File: src/rtl/fps_pkg.sv
package fps_pkg;

  typedef enum logic [2:0] {
    S_IDLE,
    S_WAIT2,
    S_PROG,
    S_DONE,
    S_ROWFILL,
    S_ROWPROG
  } seq_st_e;

  // SECDED over 64 data bits: check bit b at codeword position 2**b,
  // data in the remaining positions, top bit gives even overall parity.
  function automatic logic [7:0] secded8(input logic [63:0] d);
    logic [6:0] p;
    int k;
    p = '0;
    k = 0;
    for (int pos = 1; pos < 72; pos++) begin
      if ((pos & (pos - 1)) != 0) begin
        for (int b = 0; b < 7; b++) begin
          if (pos[b]) p[b] = p[b] ^ d[k[5:0]];
        end
        k++;
      end
    end
    return {^{d, p}, p};
  endfunction

endpackage

File: src/rtl/fps_ctrl.sv
module fps_ctrl
  import fps_pkg::*;
#(
  parameter int ROW_W   = 5,
  parameter int WADDR_W = 12
) (
  input  logic               clk,
  input  logic               rst_n,
  input  logic               std_en,
  input  logic               row_en,
  input  logic               mass_erased,
  input  logic               wr_valid,
  input  logic [WADDR_W-1:0] wr_addr,
  input  logic               wr_main,
  input  logic [2:0]         flag_clr,
  input  logic               arr_done,
  output logic               lo_we,
  output logic               ld,
  output logic               bsy,
  output logic               row_act,
  output logic               arr_go,
  output logic               eop,
  output logic               seq_err,
  output logic               aln_err
);

  localparam logic [WADDR_W-1:0] ONE = WADDR_W'(1);

  seq_st_e            st_q, st_n;
  logic [WADDR_W-1:0] exp_q, exp_n;
  logic               exp_we;
  logic               eop_set, seq_set, aln_set;
  logic               conflict, row_start, row_last, addr_hit;

  assign conflict  = std_en && row_en;
  assign row_start = (wr_addr[ROW_W:0] == '0);
  assign row_last  = &wr_addr[ROW_W:0];
  assign addr_hit  = (wr_addr == exp_q);

  always_comb begin
    st_n    = st_q;
    exp_n   = exp_q;
    exp_we  = 1'b0;
    lo_we   = 1'b0;
    ld      = 1'b0;
    eop_set = 1'b0;
    seq_set = 1'b0;
    aln_set = 1'b0;
    case (st_q)
      S_IDLE, S_DONE: begin
        st_n = S_IDLE;
        if (wr_valid) begin
          if (conflict) begin
            seq_set = 1'b1;
          end else if (std_en) begin
            lo_we = 1'b1;
            st_n  = S_WAIT2;
          end else if (row_en) begin
            if (!mass_erased || !wr_main) begin
              seq_set = 1'b1;
            end else if (!row_start) begin
              aln_set = 1'b1;
            end else begin
              lo_we  = 1'b1;
              exp_we = 1'b1;
              exp_n  = wr_addr + ONE;
              st_n   = S_ROWFILL;
            end
          end
        end
      end
      S_WAIT2: begin
        if (wr_valid) begin
          if (conflict) begin
            seq_set = 1'b1;
          end else begin
            ld   = 1'b1;
            st_n = S_PROG;
          end
        end
      end
      S_PROG, S_ROWPROG: begin
        if (wr_valid) seq_set = 1'b1;
        if (arr_done) begin
          eop_set = 1'b1;
          st_n    = S_DONE;
        end
      end
      S_ROWFILL: begin
        if (wr_valid) begin
          if (conflict) begin
            seq_set = 1'b1;
          end else if (!addr_hit) begin
            aln_set = 1'b1;
            st_n    = S_IDLE;
          end else begin
            exp_we = 1'b1;
            exp_n  = exp_q + ONE;
            if (wr_addr[0]) ld = 1'b1;
            else            lo_we = 1'b1;
            if (row_last) st_n = S_ROWPROG;
          end
        end
      end
      default: st_n = S_IDLE;
    endcase
  end

  always_ff @(posedge clk or negedge rst_n) begin
    if (!rst_n) st_q <= S_IDLE;
    else        st_q <= st_n;
  end

  always_ff @(posedge clk or negedge rst_n) begin
    if (!rst_n)      exp_q <= '0;
    else if (exp_we) exp_q <= exp_n;
  end

  always_ff @(posedge clk or negedge rst_n) begin
    if (!rst_n) begin
      eop     <= 1'b0;
      seq_err <= 1'b0;
      aln_err <= 1'b0;
    end else begin
      eop     <= eop_set | (eop     & ~flag_clr[0]);
      seq_err <= seq_set | (seq_err & ~flag_clr[1]);
      aln_err <= aln_set | (aln_err & ~flag_clr[2]);
    end
  end

  assign arr_go  = (st_q == S_PROG) || (st_q == S_ROWPROG);
  assign row_act = (st_q == S_ROWFILL) || (st_q == S_ROWPROG);
  assign bsy     = arr_go || (st_q == S_ROWFILL);

  // completion raises eop and releases busy
  p_done_sets_eop_r4: assert property (@(posedge clk) disable iff (!rst_n)
    (arr_go && arr_done) |=> (eop && !bsy));

  // eop is sticky without a clear
  p_eop_sticky_r4: assert property (@(posedge clk) disable iff (!rst_n)
    (eop && !flag_clr[0]) |=> eop);

  // conflicting mode bits with a write flag a sequence error
  p_mode_conflict_r8: assert property (@(posedge clk) disable iff (!rst_n)
    (wr_valid && std_en && row_en) |=> seq_err);

  // write during the program phase flags a sequence error
  p_busy_write_r9: assert property (@(posedge clk) disable iff (!rst_n)
    (arr_go && wr_valid) |=> seq_err);

endmodule

File: src/rtl/fps_dpath.sv
module fps_dpath
  import fps_pkg::*;
#(
  parameter int WADDR_W = 12
) (
  input  logic               clk,
  input  logic               rst_n,
  input  logic               lo_we,
  input  logic               ld,
  input  logic [WADDR_W-2:0] wr_dw_addr,
  input  logic [31:0]        wr_data,
  output logic               arr_load,
  output logic [WADDR_W-2:0] arr_addr,
  output logic [71:0]        arr_wdata
);

  logic [31:0] lo_q;
  logic [63:0] dw;

  assign dw = {wr_data, lo_q};

  always_ff @(posedge clk or negedge rst_n) begin
    if (!rst_n)     lo_q <= '0;
    else if (lo_we) lo_q <= wr_data;
  end

  always_ff @(posedge clk or negedge rst_n) begin
    if (!rst_n) arr_load <= 1'b0;
    else        arr_load <= ld;
  end

  always_ff @(posedge clk or negedge rst_n) begin
    if (!rst_n) begin
      arr_addr  <= '0;
      arr_wdata <= '0;
    end else if (ld) begin
      arr_addr  <= wr_dw_addr;
      arr_wdata <= {secded8(dw), dw};
    end
  end

  // a load always needs a low word first, so loads never come back to back
  p_load_gap_r5: assert property (@(posedge clk) disable iff (!rst_n)
    arr_load |=> !arr_load);

endmodule

File: src/rtl/fps_rd_guard.sv
module fps_rd_guard (
  input  logic rd_req,
  input  logic rd_own,
  input  logic busy,
  input  logic row_act,
  output logic rd_stall,
  output logic rd_buserr
);

  logic own_row;

  assign own_row   = row_act & rd_own;
  assign rd_buserr = rd_req & own_row;
  assign rd_stall  = rd_req & busy & ~own_row;

endmodule

File: src/rtl/flash_prog_seq.sv
module flash_prog_seq #(
  parameter int ROW_DWORDS = 32,
  parameter int WADDR_W    = 12
) (
  input  logic               clk,
  input  logic               rst_n,
  input  logic               std_en,
  input  logic               row_en,
  input  logic               mass_erased,
  input  logic               wr_valid,
  input  logic [WADDR_W-1:0] wr_addr,
  input  logic [31:0]        wr_data,
  input  logic               wr_main,
  input  logic [2:0]         flag_clr,
  input  logic               rd_req,
  input  logic               rd_own,
  output logic               rd_stall,
  output logic               rd_buserr,
  output logic               bsy,
  output logic               eop,
  output logic               seq_err,
  output logic               aln_err,
  output logic               arr_load,
  output logic [WADDR_W-2:0] arr_addr,
  output logic [71:0]        arr_wdata,
  output logic               arr_go,
  output logic               arr_row,
  input  logic               arr_done
);

  localparam int ROW_W = $clog2(ROW_DWORDS);

  logic lo_we, ld, row_act;

  fps_ctrl #(
    .ROW_W   (ROW_W),
    .WADDR_W (WADDR_W)
  ) u_ctrl (
    .clk         (clk),
    .rst_n       (rst_n),
    .std_en      (std_en),
    .row_en      (row_en),
    .mass_erased (mass_erased),
    .wr_valid    (wr_valid),
    .wr_addr     (wr_addr),
    .wr_main     (wr_main),
    .flag_clr    (flag_clr),
    .arr_done    (arr_done),
    .lo_we       (lo_we),
    .ld          (ld),
    .bsy         (bsy),
    .row_act     (row_act),
    .arr_go      (arr_go),
    .eop         (eop),
    .seq_err     (seq_err),
    .aln_err     (aln_err)
  );

  fps_dpath #(
    .WADDR_W (WADDR_W)
  ) u_dpath (
    .clk        (clk),
    .rst_n      (rst_n),
    .lo_we      (lo_we),
    .ld         (ld),
    .wr_dw_addr (wr_addr[WADDR_W-1:1]),
    .wr_data    (wr_data),
    .arr_load   (arr_load),
    .arr_addr   (arr_addr),
    .arr_wdata  (arr_wdata)
  );

  fps_rd_guard u_rdg (
    .rd_req    (rd_req),
    .rd_own    (rd_own),
    .busy      (bsy),
    .row_act   (row_act),
    .rd_stall  (rd_stall),
    .rd_buserr (rd_buserr)
  );

  assign arr_row = row_act;

  // the codeword under programming does not move
  p_prog_data_stable_r2: assert property (@(posedge clk) disable iff (!rst_n)
    (arr_go && $past(arr_go)) |-> $stable(arr_wdata));

  // standard programming never answers with a bus error
  p_std_no_buserr_r10: assert property (@(posedge clk) disable iff (!rst_n)
    (bsy && !arr_row) |-> !rd_buserr);

  // the owning CPU is never stalled during a row
  p_row_owner_r11: assert property (@(posedge clk) disable iff (!rst_n)
    (rd_req && rd_own && arr_row) |-> !rd_stall);

endmodule

File: config.mk
export PLATFORM = sky130hd
export DESIGN_NAME = flash_prog_seq
export DESIGN_NICKNAME = d
export VERILOG_FILES = /design/src/rtl/fps_pkg.sv /design/src/rtl/fps_ctrl.sv /design/src/rtl/fps_dpath.sv /design/src/rtl/fps_rd_guard.sv /design/src/rtl/flash_prog_seq.sv
export SDC_FILE = /design/constraint.sdc
export NUM_CORES = 1
export LEC_CHECK = 0
export ABC_AREA = 1
export BUFFER_PORTS_ARGS = -buffer_cell sky130_fd_sc_hd__buf_2
export CAP_MARGIN = 10
export CORE_ASPECT_RATIO = 1.5
export CORE_MARGIN = 1.5
export CORE_UTILIZATION = 28
export DETAILED_ROUTE_END_ITERATION = 16
export MAX_ROUTING_LAYER = met4
export PLACE_DENSITY_LB_ADDON = 0.25
export SLEW_MARGIN = 5
export SYNTH_ARGS = -nofsm -noshare
export SYNTH_HDL_FRONTEND = slang
export SYNTH_HIERARCHICAL = 1
export SYNTH_SLANG_ARGS = --single-unit
File: constraint.sdc
create_clock -name clk -period 2.22 [get_ports clk]
set_input_delay 0.222 -clock clk [delete_from_list [all_inputs] [get_ports clk]]
set_output_delay 0.222 -clock clk [all_outputs]
set_load 0.01 [all_outputs]
### Yosys cells after proc, flatten, opt, wreduce, memory -nomap -nowiden

Cells that the tools add are included.

| storage, ports and cells | value |
|---|---|
| bits in registers | 134 |
| input port bits | 57 |
| output and inout port bits | 92 |
| word-level logic and storage cells | 764 |

| operators by class | value |
|---|---|
| $add $sub $neg | 64 |
| order comparisons | 63 |
| eq/ne operators | 19 |
| multiplexer cells | 380 |
| bitwise logic cells | 212 |
| reduce and logical (&&, ||, !) cells | 17 |

Operators with widths:

| cell | number |
|---|---|
| $lt 6x7->1 const B | 63 |
| $mux 6 | 64 |
| $bmux 1 s6 | 63 |
| $add 6x2->6 const B | 62 |
| $xor 1x1->1 | 198 |
| $mux 1 | 174 |
| $mux 12 | 9 |
| $mux 3 | 26 |
| $reduce_xor 71->1 | 1 |
| $mux 2 | 30 |
| $add 12x1->12 const B | 2 |
| $pmux 12 s2 | 1 |
| $mux 4 | 5 |
| $ne 2x2->1 const B | 10 |
| $eq 12x12->1 | 1 |
| $pmux 3 s4 | 1 |
| $reduce_and 6->1 | 2 |
| $reduce_and 11->1 | 1 |
| $mux 5 | 2 |
| $pmux 1 s2 | 4 |
| $and 1x1->1 | 7 |
| $eq 3x2->1 const B | 2 |
| $eq 3x3->1 const B | 2 |
| $logic_not 6->1 | 1 |
| 12 further kinds | 24 |

### Longest topological paths before layout

| logic depth | value |
|---|---|
| depth in word-level cells | 135 |
| gate-level depth with buffers | 25 |
| gate-level depth less buffers | 25 |

### By module

Netlist, hierarchy kept.

Modules (own cells, without submodules):

| module | times used | cells an instance | area each (µm²) | sequential area each (µm²) |
|---|---|---|---|---|
| fps_dpath | 1 | 1012 | 7000.5 | 2902.8 |
| fps_ctrl | 1 | 263 | 1619.1 | 450.4 |
| fps_rd_guard | 1 | 6 | 25.0 | 0.0 |

### Least setup slack after synthesis

No wires, ideal clock.

| path | value |
|---|---|
| path kind | flip-flop to flip-flop |
| start | register u_ctrl.st_q[0] |
| end | register u_dpath.arr_wdata[64] |
| library setup time | 0.135 ns |
| arrival | 1.925 ns |
| data required time | 2.085 ns |
| setup slack | 0.160 ns |
| stages on the path, launching flop included | 14 |
| buffers on the path | 5 |
| clock period less this slack | 2.060 ns |
| cell sequence | dfrtp_1 -> nor2_2 -> nand2_2 -> buf_6 -> buf_6 -> o21ai_2 -> nand3_1 -> a21oi_1 -> clkbuf_1 -> inv_2 -> clkbuf_1 -> clkbuf_1 -> nand2_1 -> o21ai_0 |

| between the ends | value |
|---|---|
| cells in the longest elaborated chain, start to end | 2 |
| elaborated cells between the ends (all ways) | 3 |
| those cells by class | eq/ne (2); mux (1) |

RTL lines:

| item | RTL line | source |
|---|---|---|
| start, declared | fps_ctrl.sv:29 | `seq_st_e st_q, st_n;` |
| start signal, assigned | fps_ctrl.sv:111 | `else st_q <= st_n;` |
| $eq 3x3->1 or $eq 3x1->1 (tied branches) | fps_ctrl.sv:49 | `case (st_q)` |
| $pmux 1 s2 * | fps_ctrl.sv:49 |  |
| named net ld | flash_prog_seq.sv:33 | `logic lo_we, ld, row_act;` |
| end signal, assigned | fps_dpath.sv:38 | `arr_wdata <= {secded8(dw), dw};` |
| end, declared | fps_dpath.sv:14 | `output logic [71:0] arr_wdata` |

Mark *: on every way through the listed nets, which the timed path passes. The rest lies on a longest branch.
A chain may end at the register's enable or synchronous reset.

### Worst setup path in the final report

| path | value |
|---|---|
| start | register u_dpath.lo_q[8] |
| end | register u_dpath.arr_wdata[71] |

| between the ends | value |
|---|---|
| cells in the longest elaborated chain, start to end | 72 |
| elaborated cells between the ends (all ways) | 445 |
| those cells by class | mux (246); bitwise (198); reduce/logical (1) |

RTL lines:

| item | RTL line | source |
|---|---|---|
| start, declared | fps_dpath.sv:17 | `logic [31:0] lo_q;` |
| start signal, assigned | fps_dpath.sv:24 | `else if (lo_we) lo_q <= wr_data;` |
| $bmux 1 s6 | fps_pkg.sv:22 | `if (pos[b]) p[b] = p[b] ^ d[k[5:0]];` |
| $mux 1 (not written as such) | fps_pkg.sv:22 |  |
| $mux 1 | fps_dpath.sv:36 | `end else if (ld) begin` |
| $xor 1x1->1 | fps_pkg.sv:22 |  |
| $mux 2 | fps_dpath.sv:36 |  |
| $xor 1x1->1 | fps_pkg.sv:22 |  |
| $mux 3 | fps_dpath.sv:36 |  |
| $xor 1x1->1 | fps_pkg.sv:22 |  |
| [... 56 more ...] | - |  |
| $mux 1 | fps_dpath.sv:36 |  |
| $xor 1x1->1 | fps_pkg.sv:22 |  |
| $mux 1 | fps_dpath.sv:36 |  |
| $xor 1x1->1 | fps_pkg.sv:22 |  |
| $mux 2 | fps_dpath.sv:36 |  |
| $xor 1x1->1 | fps_pkg.sv:22 |  |
| $mux 3 | fps_dpath.sv:36 |  |
| $reduce_xor 71->1 * | fps_pkg.sv:27 | `return {^{d, p}, p};` |

Mark *: on every way between the ends. The rest lies on a longest branch, timed or not. The select of a mux whose other input is x is not followed.

==> metrics.yaml <==
antenna_left: 0
io_buffers: 148
finalMaxSlewViolations: 0
setup_violations: 0
max_stage_delay_ns: 0.45
slew_headroom: 0.6018
path_cells: "buf_6, xor2_1, or2_1, nand2_1, nand2_2, nand2_1, nand2_1, nand3_1, nand2_2, inv_1, nand2_2, nand2_2, nand2_2, nand2_2, inv_1, nand2_1, nand3_1, nand3_1, nand2_1"
clock.fmax_mhz: 451.7
avgSynthCellArea_sq_um: 6.748
clkLatencyLatePin_ns: 0.44
area_growth_pct: 34.71
p_leak_nw: 6.334
grt_start_max_net_pins: 55
cp-start-kind: "flip-flop"
wl_per_cell_um: 14.95
synth-simple-area-share: 0.3658
worst_slew_pin_slew_ns: 0.5973
dr_wl_met3_um: 1018
seq_area_frac_synth: 0.3879
grt_pass1_vias: 8077
drive_gt1_frac: 0.3228
nNetsFinal: 1563
std_cell_rows: 78
dr_wl_met2_um: 15760
worstPathRequired_ns: 2.55
outcome: "finished, final reports clean"
yosys_register_bits: 134
io_pins: 149
syn-num-nets: 1339
grt_use_total: 0.1849
clk_pin_slew_ns: 0.07
drt_wl_total_um: 28720
critPathKind: "flip-flop to flip-flop"
cts_tree: "built"
gr-total-overflow: 0
drv_cap: 0
synthAdderAreaFrac: 0.001447
fin_skew_ns: 0.01198
seq_area_sq_um: 3371
total_power_mw: 19.92
die_w_um: 146.5
htreeDepth: 4
critical_path.top_delay_family: "simple AND/OR/NAND/NOR gates"
initial_core_util: 0.2848
cp_slowest_cell: "dfrtp_2"
netlist_instances: 1281
routed.top_layer: "met4"
cts.path.max_buffers: 2
hp-class: "primary input to flip-flop"
antenna_found_initial: 4
rsz0062_at_grt: "true"
clkSinkCount: 134
ir_worst_vdd_v: 0.0006379
post-route-drc-count: 0
dr.pass1.iters: 5
hold_violations: 0
synth-compound-area-share: 0.06745
root_buffer: "clkbuf_16"
synth_mux_area_frac: 0
fin_crit_sh: 0.9973
grt_pass1_wl_um: 43410
via_per_inst: 4.473
finalCriticalPeriod_ns: 2.214
crit_top_cell: "nand2_2"
num_vias: 8593
ys_warn_count: 6
worst_slack_ns: 0.005915
power_density_nw_per_um2: 1711
synth_area_sq_um: 8645
place.gp.congestion: 0.8698
cp_num_buf_inv: 3
dp_hpwl_um: 22040
critPathCaptureType: "flip-flop"
synth_top_family_by_area: "simple AND/OR/NAND/NOR gates"
ys_types: 34
critPathArrivalTime_ns: 2.54
cts_buffers: 17
nFillCells: 3207
multiInputGateArea_sq_um: 4970
dieHeight_um: 218.2
dieArea_sq_um: 31960
pre_cts_ws_ns: -0.07419
drt-met1-wl_um: 11030
core-area_sq_um: 30350
cp_max_fo: 5
synth-xor-area-share: 0.08815
initialDrtViolationCount: 271
[Yosys cell counts (all sizes together)]
cell	number	area share
xor2	38	0.040
or2	2	0.0014
a21o	1	0.00087
ha	1	0.0014
nand4	10	0.0072
buf	20	0.020
o21ai	101	0.059
nand3b	5	0.0043
clkinv	1	0.00043
o22ai	2	0.0014
a21oi	5	0.0029
xnor2	43	0.048
nor3b	1	0.00087
a31oi	4	0.0029
dfrtp	134	0.39
nand2	636	0.28
nand3	84	0.051
clkbuf	24	0.010
nor3	1	0.00058
nor2	33	0.018
inv	135	0.059
[per-stage QoR]
| step | hold WS, ns | util | area [sq um] | cells | setup TNS (ns) |
|---|---|---|---|---|---|
| finish | 0.03219 | 0.3837 | 11640 | 1921 | 0 |
| global placement | 0.2504 | 0.3384 | 10270 | 1852 | -0.08628 |
| floorplan | -0.07359 | - | 8645 | 1281 | 0 |
| global route | 0.04865 | 0.3837 | 11640 | 1921 | -0.1591 |
| detailed placement | 0.2504 | 0.3384 | 10270 | 1852 | -0.07419 |
| CTS | 0.002858 | 0.3602 | 10930 | 1889 | 0 |
[cells in the final DEF (no fill, tap or decap), types with 3 or more instances in the layout]
cell type,instances
clkinv_2,5
buf_2,147
buf_6,6
nand3b_1,5
nand4_1,10
nand2_4,4
nand3_2,18
a21oi_1,3
o21ai_1,4
clkbuf_16,18
xnor2_1,31
nor2_2,13
nand3_1,64
o21ai_0,95
nand2_1,535
xor2_1,32
clkinvlp_4,3
nor2_1,19
nand2_2,97
clkbuf_8,3
buf_12,11
inv_1,93
xnor2_2,10
inv_2,40
dfrtp_2,14
buf_4,80
xor2_2,6
diode_2,3
dlygate4sd3_1,4
dfrtp_1,120
a31oi_1,4
[kinds of logic (layout without fill, tap and decap cells)]
group	after synthesis	in the layout
buffers and inverters	180	417
XOR/XNOR	81	81
other	0	3
AND/OR/NAND/NOR	772	772
flip-flops	134	134
AO/OA/AOI/OAI	113	113
adder cells (fa/ha/maj)	1	1
[sequential cells by signal (all words and copies together) (netlist names)]
signal	count
u_ctrl/aln_err	1
u_ctrl/exp_q	12
u_ctrl/st_q	3
u_dpath/arr_wdata	72
u_dpath/arr_load	1
u_ctrl/seq_err	1
u_ctrl/eop	1
u_dpath/lo_q	32
u_dpath/arr_addr	11
[path summary, 6_finish.rpt]
path                                               to  slack, ns  cells past startpoint                   from
worst max-delay path            u_dpath/arr_wdata[71]      0.006                     19        u_dpath/lo_q[8]
worst min-delay path                  u_dpath/lo_q[3]       0.03                      3             wr_data[3]
worst max register to register  u_dpath/arr_wdata[71]      0.006                     19        u_dpath/lo_q[8]
worst min register to register  u_dpath/arr_wdata[46]       0.46                      2  u_dpath/arr_wdata[46]
max in group asynchronous            u_dpath/lo_q[23]       1.22                      3                  rst_n
min in group asynchronous       u_dpath/arr_wdata[46]       0.32                      2                  rst_n
[power breakdown]
group | switching (mW) | internal (mW) | leakage [nW]
combinational | 7.39 | 5.28 | 4.37
clock | 1.14 | 1.74 | 0.288
sequential | 0.849 | 3.52 | 1.68
total | 9.39 | 10.5 | 6.33
[per-layer routing]
layer / track usage / vias to the layer above
met4: 0.07677 / 0
met5: - / -
li1: - / 4394
met3: 0.03612 / 41
met1: 0.1877 / 4008
met2: 0.3447 / 150
[worst min-delay path, stage by stage]
cell and delay (ns):
buf_2 0.11, nand2_1 0.04, o21ai_0 0.06
[timing repair]
action                                  4_1_cts  5_1_grt
resized for setup                             9      150
endpoints found under the setup margin        1       42
pin swaps                                     0       48
buffers inserted                              1       28
hold buffers                                  4        0
cloned                                        0        1
hold endpoints to repair                     55        0
[area by class of cell]
type	instances	area share
multi-input cells	967	0.4268
flip-flops and latches	134	0.2895
repair buffers	249	0.1451
inverters	136	0.04427
well taps	400	0.04298
clock buffers	20	0.04008
clock inverters	12	0.01074
diodes	3	0.0006447
(Power assumes the default switching activity.)
